<file path="src/rtl/lsu_lane_pkg.sv">
package lsu_lane_pkg;

  typedef enum logic [2:0] {
    OP_LW  = 3'd0,
    OP_LH  = 3'd1,
    OP_LHU = 3'd2,
    OP_LB  = 3'd3,
    OP_LBU = 3'd4,
    OP_SW  = 3'd5,
    OP_SH  = 3'd6,
    OP_SB  = 3'd7
  } memOp_e;

  typedef enum logic [1:0] {
    SZ_BYTE = 2'd0,
    SZ_HALF = 2'd1,
    SZ_WORD = 2'd2
  } accSize_e;

  // strobes handed from the decoder to the datapath
  typedef struct packed {
    logic     isStore;
    accSize_e size;
    logic     signExt;
    logic     fault;
  } laneCtl_t;

endpackage

</file>
<file path="src/rtl/lsu_lane_ctrl.sv">
module lsu_lane_ctrl
  import lsu_lane_pkg::*;
#(
  parameter int LANE_BITS = 2
) (
  input  logic [2:0]           opSel,
  input  logic [LANE_BITS-1:0] laneIdx,
  output laneCtl_t             ctl
);

  memOp_e op;
  assign op = memOp_e'(opSel);

  always_comb begin
    ctl = '{isStore: 1'b0, size: SZ_WORD, signExt: 1'b0, fault: 1'b0};
    unique case (op)
      OP_LW:  ctl.size = SZ_WORD;
      OP_LH:  begin ctl.size = SZ_HALF; ctl.signExt = 1'b1; end
      OP_LHU: ctl.size = SZ_HALF;
      OP_LB:  begin ctl.size = SZ_BYTE; ctl.signExt = 1'b1; end
      OP_LBU: ctl.size = SZ_BYTE;
      OP_SW:  begin ctl.size = SZ_WORD; ctl.isStore = 1'b1; end
      OP_SH:  begin ctl.size = SZ_HALF; ctl.isStore = 1'b1; end
      OP_SB:  begin ctl.size = SZ_BYTE; ctl.isStore = 1'b1; end
      default: ctl.size = SZ_WORD;
    endcase
    case (ctl.size)
      SZ_HALF: ctl.fault = laneIdx[0];
      SZ_WORD: ctl.fault = |laneIdx;
      default: ctl.fault = 1'b0;
    endcase
  end

  always_comb begin
    if (ctl.isStore) begin
      AST_STORE_NOT_SIGNED: assert (!ctl.signExt);
    end
    if (opSel == 3'd7 || opSel == 3'd4 || opSel == 3'd3) begin
      AST_BYTE_NEVER_FAULTS: assert (!ctl.fault);
    end
  end

endmodule

</file>
<file path="src/rtl/lsu_lane_dp.sv">
module lsu_lane_dp
  import lsu_lane_pkg::*;
#(
  parameter int DATA_W = 32,
  parameter int OFF_W  = 16,
  localparam int LANES     = DATA_W / 8,
  localparam int LANE_BITS = $clog2(LANES),
  localparam int HALVES    = LANES / 2
) (
  input  logic [DATA_W-1:0]         baseReg,
  input  logic [OFF_W-1:0]          offsetImm,
  input  logic [DATA_W-1:0]         storeSrc,
  input  logic [DATA_W-1:0]         memRdata,
  input  laneCtl_t                  ctl,
  output logic [LANE_BITS-1:0]      laneIdx,
  output logic [DATA_W-LANE_BITS-1:0] wordIdx,
  output logic [LANES-1:0]          byteMask,
  output logic [DATA_W-1:0]         storeWord,
  output logic [DATA_W-1:0]         loadResult
);

  logic [DATA_W-1:0] offExt;
  logic [DATA_W-1:0] byteAddr;

  assign offExt   = {{(DATA_W-OFF_W){offsetImm[OFF_W-1]}}, offsetImm};
  assign byteAddr = baseReg + offExt;
  assign wordIdx  = byteAddr[DATA_W-1:LANE_BITS];
  assign laneIdx  = byteAddr[LANE_BITS-1:0];

  logic [LANE_BITS-2:0] halfIdx;
  assign halfIdx = laneIdx[LANE_BITS-1:1];

  // lane write enables
  logic writeOk;
  assign writeOk = ctl.isStore && !ctl.fault;

  for (genvar i = 0; i < LANES; i++) begin : gLaneMask
    localparam logic [LANE_BITS-1:0] LI = LANE_BITS'(i);
    logic hit;
    always_comb begin
      case (ctl.size)
        SZ_BYTE: hit = (laneIdx == LI);
        SZ_HALF: hit = (halfIdx == LI[LANE_BITS-1:1]);
        default: hit = 1'b1;
      endcase
    end
    assign byteMask[i] = writeOk && hit;
  end

  // store data replication
  always_comb begin
    case (ctl.size)
      SZ_BYTE: storeWord = {LANES{storeSrc[7:0]}};
      SZ_HALF: storeWord = {HALVES{storeSrc[15:0]}};
      default: storeWord = storeSrc;
    endcase
  end

  // load lane extraction
  logic [7:0]  laneByte [LANES];
  logic [15:0] laneHalf [HALVES];

  for (genvar i = 0; i < LANES; i++) begin : gByteLane
    assign laneByte[i] = memRdata[8*i +: 8];
  end
  for (genvar j = 0; j < HALVES; j++) begin : gHalfLane
    assign laneHalf[j] = memRdata[16*j +: 16];
  end

  logic [7:0]  pickByte;
  logic [15:0] pickHalf;
  assign pickByte = laneByte[laneIdx];
  assign pickHalf = laneHalf[halfIdx];

  always_comb begin
    if (ctl.isStore || ctl.fault) begin
      loadResult = '0;
    end else begin
      case (ctl.size)
        SZ_BYTE: loadResult = {{(DATA_W-8){ctl.signExt & pickByte[7]}}, pickByte};
        SZ_HALF: loadResult = {{(DATA_W-16){ctl.signExt & pickHalf[15]}}, pickHalf};
        default: loadResult = memRdata;
      endcase
    end
  end

  always_comb begin
    if (ctl.fault) begin
      AST_FAULT_NO_WRITE: assert (byteMask == '0);
    end
    if (!ctl.isStore) begin
      AST_LOAD_NO_WRITE: assert (byteMask == '0);
    end
    if (ctl.isStore) begin
      AST_STORE_NO_LOAD: assert (loadResult == '0);
    end
    if (writeOk && ctl.size == SZ_BYTE) begin
      AST_BYTE_MASK_ONEHOT: assert ($countones(byteMask) == 1);
      AST_BYTE_LANE_DATA: assert (storeWord[8*laneIdx +: 8] == storeSrc[7:0]);
    end
    if (writeOk && ctl.size == SZ_HALF) begin
      AST_HALF_MASK_PAIR: assert ($countones(byteMask) == 2);
    end
    if (!ctl.isStore && !ctl.fault && ctl.size == SZ_BYTE && ctl.signExt) begin
      AST_BYTE_SIGN_FILL: assert (loadResult[DATA_W-1:8] == {(DATA_W-8){loadResult[7]}});
    end
    if (!ctl.isStore && !ctl.fault && ctl.size == SZ_BYTE && !ctl.signExt) begin
      AST_BYTE_ZERO_FILL: assert (loadResult[DATA_W-1:8] == '0);
    end
    if (!ctl.isStore && !ctl.fault && ctl.size == SZ_HALF && !ctl.signExt) begin
      AST_HALF_ZERO_FILL: assert (loadResult[DATA_W-1:16] == '0);
    end
  end

endmodule

</file>
<file path="src/rtl/lsu_lane_align.sv">
module lsu_lane_align
  import lsu_lane_pkg::*;
#(
  parameter int DATA_W = 32,
  parameter int OFF_W  = 16,
  localparam int LANES     = DATA_W / 8,
  localparam int LANE_BITS = $clog2(LANES)
) (
  input  logic [DATA_W-1:0]           baseReg,
  input  logic [OFF_W-1:0]            offsetImm,
  input  logic [DATA_W-1:0]           storeSrc,
  input  logic [DATA_W-1:0]           memRdata,
  input  logic [2:0]                  opSel,
  output logic [DATA_W-LANE_BITS-1:0] wordIdx,
  output logic [LANES-1:0]            byteMask,
  output logic [DATA_W-1:0]           storeWord,
  output logic [DATA_W-1:0]           loadResult,
  output logic                        misalign
);

  laneCtl_t             ctl;
  logic [LANE_BITS-1:0] laneIdx;

  lsu_lane_ctrl #(.LANE_BITS(LANE_BITS)) uCtrl (
    .opSel   (opSel),
    .laneIdx (laneIdx),
    .ctl     (ctl)
  );

  lsu_lane_dp #(.DATA_W(DATA_W), .OFF_W(OFF_W)) uDp (
    .baseReg    (baseReg),
    .offsetImm  (offsetImm),
    .storeSrc   (storeSrc),
    .memRdata   (memRdata),
    .ctl        (ctl),
    .laneIdx    (laneIdx),
    .wordIdx    (wordIdx),
    .byteMask   (byteMask),
    .storeWord  (storeWord),
    .loadResult (loadResult)
  );

  assign misalign = ctl.fault;

endmodule

</file>
<file path="config.mk">
export PLATFORM = sky130hd
export DESIGN_NAME = lsu_lane_align
export DESIGN_NICKNAME = d
export VERILOG_FILES = /design/src/rtl/lsu_lane_pkg.sv /design/src/rtl/lsu_lane_ctrl.sv /design/src/rtl/lsu_lane_dp.sv /design/src/rtl/lsu_lane_align.sv
export SDC_FILE = /design/constraint.sdc
export NUM_CORES = 1
export LEC_CHECK = 0
export CORE_AREA = 2 2 94 96
export DETAILED_ROUTE_END_ITERATION = 10
export DIE_AREA = 0 0 96 98
export GPL_TIMING_DRIVEN = 1
export PLACE_DENSITY = 0.82
export SYNTH_ARGS = -nofsm -noshare
export SYNTH_HDL_FRONTEND = slang
export SYNTH_SLANG_ARGS = --single-unit
</file>
<file path="constraint.sdc">
create_clock -name vclk -period 4.09
set_input_delay 0.818 -clock vclk [all_inputs]
set_output_delay 0.818 -clock vclk [all_outputs]
set_load 0.03 [all_outputs]
</file>
==> results.yml, run 1 <==
floorplanning:
  die_w_um: 96
  start_util_pct: 37.1
  num_rows: 34
  die-area_um2: 9410
  die_h_um: 98
  ios: 214
  design.core.area_um2: 8470
drt:
  dr.pass1.iters: 4
  dr.first_iter.drc_count: 157
  drc: 0
  ant_nets: 0
  routed_wl_mm: 14.3
  vias: 4575
  vias_per_cell: 5.54
  wl_per_cell_um: 17.3
logic_synthesis:
  synth_nets: 606
  synthesis.area_um2: 3140
  yosys_warnings: 0
  synth_cell_types: 55
  postSynthCellCount: 459
  avgSynthCellArea_um2: 6.84
  synthTopCellsByArea: "ha_1 12%, nand2_1 9.7%, mux2i_1 8.6%"
  ys_seq_area_share_pct: 0
  synth.largest_area_cell: "ha_1"
  yosys.area.top_type_share_pct: 12.4
setup_path:
  required_ns: 3.27
  cp_cell_sequence: "clkdlybuf4s50_1 -> ha_1 -> buf_4 -> nand4_1 -> nor2_2 -> nand4_1 -> o211ai_1 -> a41oi_2 -> buf_4 -> o211a_1 -> a211oi_2 -> buf_4"
  cp-start-kind: "input port"
  crit_top_cell: "buf_4"
  crit_fanout: 6
  max_stage_delay_ns: 0.42
  endpoint_kind: "output pin"
  critical_path_class: "input port to output pin"
  critPathArrivalTime_ns: 3.22
  crit_slowest_cell: "clkdlybuf4s50_1"
sta:
  fin_crit_ns: 4.03
  fin_crit_sh_pct: 98.7
  setup_viol: 0
  tightestPinTransition_ns: 0.487
  max_slew_margin_pct: 67.6
  finalMaxSlewViolations: 0
  hold_violations: 0
  fmax_ghz: 0.248
power:
  seqPwrFrac_pct: 0
  comb_power_share_pct: 100.0
  power_switching_w: 0.000683
  p_clk_share_pct: 0
  power_density_nw_per_um2: 211
  netSwitchingFraction_pct: 54.2
  intPower_w: 0.000577
  vdd_ir_drop_max_mv: 0.148
  leakage_nw: 2.71
cells_and_area:
  multiInputGateArea_um2: 3130
  seq_cell_count: 0
  mostFrequentLayoutCells: "130 x clkdlybuf4s50_1, 129 x buf_4, 81 x nand2_1"
  regArea_um2: 0
  final_common_cell: "clkdlybuf4s50_1"
  area_growth_pct: 90.4
  final.fill_count: 686
  layout-drive-gt1-share_pct: 30.5
  clock_buffers: 0
  nets: 864
  fin_cells: 826
  fin_util_pct: 70.6
placement:
  place_congestion: 0.940
  hpwlAfterDp_mm: 11.5
  port_buffers: 214
  dp_cells: 813
job:
  cap_violations: 0
grt:
  grt_overflow_total: 0
  grt_pass1_wl_mm: 21.6
  grt_start_max_net_pins: 20
  antenna_found_initial: 3
  grt_util_all_layers_pct: 28.0
  grt_pass1_vias: 4495
hold_path:
  hold_class: "input port to output pin"
status:
  status: "finished clean"
synthesized netlist by cell type, types with 5 or more instances:
library cell  count
nand2_1          81
a21oi_1          46
ha_1             31
mux2i_1          27
nor2_1           24
o21a_1           24
xnor2_1          20
clkbuf_1         16
nand3_1          15
a21o_1           14
nor2b_1          14
buf_2            12
o21ai_0          12
a31oi_1          11
xor2_1           11
inv_1            10
buf_4             8
mux2_2            8
mux4_2            7
nand4_1           7
o21ai_1           6
nor3_1            5
final timing paths:
| kind | startpoint | to | slack [ns] | depth (start not counted) |
|---|---|---|---|---|
| max | baseReg[15] | wordIdx[27] | 0.06 | 12 |
| min | opSel[0] | misalign | 2.30 | 4 |
through the flow:
stage	setup TNS, ns	hold slack, ns	worst slack [ns]	power [W]	instance area [µm²]
global route	-0.168	2.34	-0.0367	0.00134	5980
finish	0	2.30	0.0552	0.00126	5980
CTS	0	2.30	0.00186	0.00122	5780
floorplan	0	1.77	0.172	0.000680	3140
detailed placement	-8.89	2.29	-0.460	0.00118	5570
global placement	-5.59	2.28	-0.289	0.00117	5570
critical path, delay by kind of cell:
kind            cells  cell delay [ns]
simple gates        3             0.49
buf+inv             4             0.96
fa+ha+maj           1             0.31
compound gates      4             0.64
metal layers:
layer  vias to the layer above  global-route usage (%)  share of wire (%)
met2                       198                    50.4                 50
li1                       2192                       -                  -
met5                         -                       0                  0
met4                         0                    9.01                2.9
met3                        32                    6.48                9.5
met1                      2153                    31.7                 38
final cells by class:
cell class                      count  area share [%]
Inverter                           10           0.628
Multi-Input combinational cell    411            52.3
Tap cell                          108            2.26
Timing Repair Buffer              294            44.7
Antenna cell                        3           0.126
cells by family (layout without fill, tap and decap cells):
kind of cell,after synthesis,after routing,share of synthesized area (%)
AOI/OAI and AO/OA,147,147,31.8
other,0,3,0
xor gates and xnor gates,31,31,8.65
muxes,42,42,16.5
adders and majority gates,32,32,13.0
buffers and inverters,48,304,7.41
and+or+nand+nor,159,159,22.6
power by group through the flow:
stage / Combinational [W] / Sequential [W] / Clock (W)
after global routing: 0.00134 / 0 / 0.0000000000982
after global placement: 0.00117 / 0 / 0
final: 0.00126 / 0 / 0.0000000000982
after floorplan: 0.000680 / 0 / 0
after CTS: 0.00122 / 0 / 0
after detailed placement: 0.00118 / 0 / 0
repair_timing:
item / CTS / global route
setup buffers: 3 / 5
pin swaps: 12 / 26
hold buffers: 0 / 0
gates cloned: 2 / 0
gates resized for setup: 43 / 38
setup endpoints to repair: 30 / 28
Note: power is estimated with default switching activity, not from simulation.
==> inputs of run 2 (changes only) <==
--- a/config.mk
+++ b/config.mk
@@ -10,6 +10,8 @@
 export DIE_AREA = 0 0 96 98
 export GPL_TIMING_DRIVEN = 1
 export PLACE_DENSITY = 0.82
+export SETUP_SLACK_MARGIN = 0.5
+export SLEW_MARGIN = 20
 export SYNTH_ARGS = -nofsm -noshare
 export SYNTH_HDL_FRONTEND = slang
 export SYNTH_SLANG_ARGS = --single-unit
==> run 2 against run 1 <==
Against the previous run: critical path depth rose by 1; final cell count rose by 4.6%; flip-flop and latch count did not move; via count rose by 16%; count of clock-buffer cells in the layout did not move; critical endpoint is now loadResult[31]; largest cell class unchanged.
==> results.yml, run 2 (synthesis results as in run 1) <==
status:
  status: "finished clean"
sta:
  fin_crit_sh_pct: 95.1
  finalMaxSlewViolations: 0
  hold_violations: 0
  fin_tns_setup_ns: 0
  fin_crit_ns: 3.89
  fmax_ghz: 0.257
  max_slew_margin_pct: 64.2
  rsz0062_at_grt: "true"
  tightestPinTransition_ns: 0.538
  setup_viol: 0
hold_path:
  hold_class: "input port to output pin"
  hold_start: "opSel[0]"
drt:
  dr.first_iter.drc_count: 315
  wl_per_cell_um: 23.9
  vias_per_cell: 6.16
  dr.pass1.iters: 5
  drc: 0
  ant_nets: 0
  routed_wl_mm: 20.7
  vias: 5318
placement:
  hpwlAfterDp_mm: 11.1
  port_buffers: 214
  place_congestion: 0.943
setup_path:
  endpoint_kind: "output pin"
  crit_fanout: 8
  cp_num_buf_inv: 4
  crit_family: "adder cells"
  required_ns: 3.27
  crit_path_start: "offsetImm[0]"
  critPathArrivalTime_ns: 3.07
  crit_slowest_cell: "fa_2"
  critical_path_class: "input port to output pin"
  max_stage_delay_ns: 0.59
  cp-start-kind: "input port"
  cp_cell_sequence: "buf_8 -> ha_4 -> inv_2 -> fa_2 -> mux2i_2 -> mux2i_1 -> nand3_1 -> o21ai_2 -> a21oi_2 -> nor2_4 -> clkbuf_16 -> o21a_1 -> buf_6"
floorplanning:
  num_rows: 34
  die_h_um: 98
  ios: 214
  die_w_um: 96
  design.core.area_um2: 8470
  start_util_pct: 37.1
  die-area_um2: 9410
cells_and_area:
  area_growth_pct: 134
  fin_util_pct: 86.8
  seq_cell_count: 0
  regArea_um2: 0
  multiInputGateArea_um2: 4090
  layout-drive-gt1-share_pct: 49.9
  final_common_cell: "buf_4"
  nets: 904
  final.fill_count: 404
  clock_buffers: 0
  mostFrequentLayoutCells: "122 x buf_4, 96 x clkdlybuf4s50_1, 75 x nand2_1"
grt:
  grt_pass1_wl_mm: 24.9
  grt_overflow_total: 0
  met1_usage_pct: 35.8
  grt_start_max_net_pins: 25
  grt_util_met3_pct: 3.78
  grt_pass1_vias: 4953
  use_met2_pct: 64.0
  grt_util_all_layers_pct: 33.0
  antenna_found_initial: 2
  grt-busiest-layer: "met2"
power:
  power_density_nw_per_um2: 224
  vdd_ir_drop_max_mv: 0.199
  leakage_nw: 3.12
job:
  cap_violations: 0
## run 2: cell types whose count changed in the layout (fill, tap and decap cells not counted), sizes merged
cell           delta
buf              +56
clkdlybuf4s50    -34
clkbuf           +12
dlygate4sd2      +10
dlymetal6s2s      -8
clkdlybuf4s15     +4
diode             -2
clkinvlp          +1
inv               -1
## run 2: worst paths after layout
check / endpoint / slack [ns] / cells after the start
hold / removal: misalign / 2.16 / 3
setup / recovery: loadResult[31] / 0.20 / 13
## run 2: repair_timing
| action | CTS | global route |
|---|---|---|
| hold buffers | 0 | 0 |
| cloned | 2 | 0 |
| hold endpoints to repair | 0 | 0 |
| setup endpoints to repair | 83 | 54 |
| setup buffers | 30 | 21 |
| resized for setup | 241 | 145 |
| pin swaps | 85 | 69 |
## run 2: cell type report
| cell class | count | area share (%) |
|---|---|---|
| diodes | 1 | 0.0341 |
| repair buffers | 334 | 41.9 |
| inverters | 10 | 0.562 |
| multi-input cells | 411 | 55.7 |
| well taps | 108 | 1.84 |
## run 2: stage by stage
step | hold WS, ns | cell area (µm²) | std cells | setup slack, ns | power (W)
6_report | 2.16 | 7350 | 864 | 0.200 | 0.00164
5_1_grt | 2.18 | 7350 | 864 | 0.154 | 0.00170
4_1_cts | 2.15 | 6720 | 842 | 0.315 | 0.00140
3_5_place_dp | 2.13 | 5660 | 810 | -0.489 | 0.00120
3_3_place_gp | 2.14 | 5660 | 810 | -0.325 | 0.00119
2_1_floorplan | 1.77 | 3260 | 459 | 0.372 | 0.000706
## run 2: layer usage
layer  wire length (µm)  vias to the layer above  part of all wire (%)
li1                   -                     2262                     -
met1               6890                     2530                    33
met2              10300                      376                    50
met3               1750                      148                   8.4
met4               1680                        2                   8.1
met5                 14                        -                 0.068
## run 2: report_power, final
group          switching, W  leakage (nW)     internal (W)        total [W]
Sequential                0             0                0                0
Combinational      0.000882          3.12         0.000762          0.00164
Clock                     0    0.00000634  0.0000000000328  0.0000000000328
==> inputs of run 3 (changes only) <==
--- a/config.mk
+++ b/config.mk
@@ -10,6 +10,7 @@
 export DIE_AREA = 0 0 96 98
 export GPL_TIMING_DRIVEN = 1
 export PLACE_DENSITY = 0.82
+export REMOVE_ABC_BUFFERS = 1
 export SETUP_SLACK_MARGIN = 0.5
 export SLEW_MARGIN = 20
 export SYNTH_ARGS = -nofsm -noshare
==> run 3 against run 2 <==
Against the previous run: sequential share of layout area unchanged; utilization decreased by 3.6 points; worst hold slack improved by 0.035 ns; design area decreased by 4.1%; final cell count decreased by 0.46%; worst setup slack improved by 0.025 ns; first-iteration DRC count decreased by 41%.
==> results.yml, run 3 (synthesis results as in run 1) <==
status:
  status: "finished clean"
power:
  vdd_ir_drop_max_mv: 0.164
  power_density_nw_per_um2: 216
  leakage_nw: 3.05
floorplanning:
  design.core.area_um2: 8470
  die_w_um: 96
  num_rows: 34
  ios: 214
  start_util_pct: 37.1
  die-area_um2: 9410
  die_h_um: 98
drt:
  dr.first_iter.drc_count: 186
  wl_met3_mm: 1.55
  routed_wl_mm: 18.0
  ant_nets: 0
  dr.pass1.iters: 5
  routed.top_layer: "met4"
  wl_met2_mm: 9.34
  drc: 0
  vias_per_cell: 5.85
  wl_per_cell_um: 20.9
  wl_met1_mm: 5.97
  vias: 5027
sta:
  rsz0062_at_grt: "true"
  max_slew_margin_pct: 74.2
  setup_viol: 0
  hold_violations: 0
  fin_tns_setup_ns: 0
  fin_crit_ns: 3.87
  fin_crit_sh_pct: 94.5
  setup_slack_ns: 0.225
  tightestPinTransition_ns: 0.386
  fmax_ghz: 0.259
  finalMaxSlewViolations: 0
cells_and_area:
  nets: 898
  design_area_um2: 7040
  area_growth_pct: 124
  final.fill_count: 502
  layout-drive-gt1-share_pct: 44.6
  regArea_um2: 0
  multiInputGateArea_um2: 3810
  final_common_cell: "buf_4"
  mostFrequentLayoutCells: "129 x buf_4, 88 x clkdlybuf4s50_1, 76 x nand2_1"
  clock_buffers: 0
  seq_cell_count: 0
placement:
  place_congestion: 0.957
  placed_cell_area_um2: 5620
  port_buffers: 214
  dp_slack_ns: -0.233
  hpwlAfterDp_mm: 11.7
setup_path:
  required_ns: 3.27
  cp_cell_sequence: "buf_8 -> ha_4 -> inv_2 -> fa_2 -> mux2i_2 -> mux2i_1 -> nand3_1 -> o21ai_2 -> a21oi_2 -> nor2_4 -> clkbuf_16 -> o21a_1 -> buf_6"
  endpoint_kind: "output pin"
  crit_slowest_cell: "fa_2"
  critPathArrivalTime_ns: 3.05
  max_stage_delay_ns: 0.62
  crit_fanout: 8
  crit_family: "adder cells"
  cp_num_buf_inv: 4
  critical_path_class: "input port to output pin"
  cp-start-kind: "input port"
grt:
  grt_start_max_net_pins: 29
  grt_pass1_wl_mm: 24.4
  grt_util_all_layers_pct: 32.2
  grt_overflow_total: 0
  grt_pass1_vias: 4989
  antenna_found_initial: 3
cts:
  postCtsHoldBufs: 0
job:
  cap_violations: 0
hold_path:
  hold_class: "input port to output pin"
run 3: changes by cell type in the layout (fill, tap and decap cells not counted), moves of 7 or more:
cell	change
buf_6	-23
dlygate4sd2_1	+15
o21a_1	+10
o21a_4	-9
clkdlybuf4s50_1	-8
buf_4	+7
run 3: layout make-up:
type               count  share of cell area, %
repair buffers       328                   43.4
inverters             10                  0.586
well taps            108                   1.92
multi-input cells    411                   54.0
diodes                 3                  0.107
run 3: power breakdown:
part / internal (W) / leakage [nW] / switching [W] / total (W)
Clock: 0.0000000000983 / 0.0000190 / 0 / 0.0000000000983
Sequential: 0 / 0 / 0 / 0
Combinational: 0.000721 / 3.05 / 0.000804 / 0.00152
run 3: layer usage:
| layer | vias to the layer above | GRT usage [%] |
|---|---|---|
| met3 | 84 | 5.71 |
| met2 | 307 | 62.4 |
| met4 | 0 | 16.5 |
| met5 | - | 0 |
| li1 | 2257 | - |
| met1 | 2379 | 31.1 |
run 3: tightest hold or removal path, cell delays in order:
cell      delay, ns
clkbuf_2       0.10
ha_4           0.17
xor2_1         0.11
buf_4          0.17
run 3: timing repair:
| item | CTS | global route |
|---|---|---|
| resized for setup | 228 | 92 |
| setup endpoints to repair | 81 | 64 |
| gates cloned | 1 | 1 |
| pin swaps | 77 | 50 |
| setup buffers | 22 | 21 |
run 3: through the flow:
step | util, % | hold slack (ns) | power, W | cells
3_5_place_dp | 66.4 | 2.23 | 0.00121 | 812
3_3_place_gp | 66.4 | 2.21 | 0.00120 | 812
5_1_grt | 83.2 | 2.23 | 0.00159 | 860
2_1_floorplan | - | 1.64 | 0.000644 | 421
6_report | 83.2 | 2.20 | 0.00152 | 860
4_1_cts | 77.1 | 2.23 | 0.00136 | 835
run 3: path summary, 6_finish.rpt:
| path | depth (start not counted) | start | to |
|---|---|---|---|
| setup / recovery | 13 | baseReg[0] | loadResult[24] |
| hold / removal | 4 | baseReg[9] | wordIdx[7] |
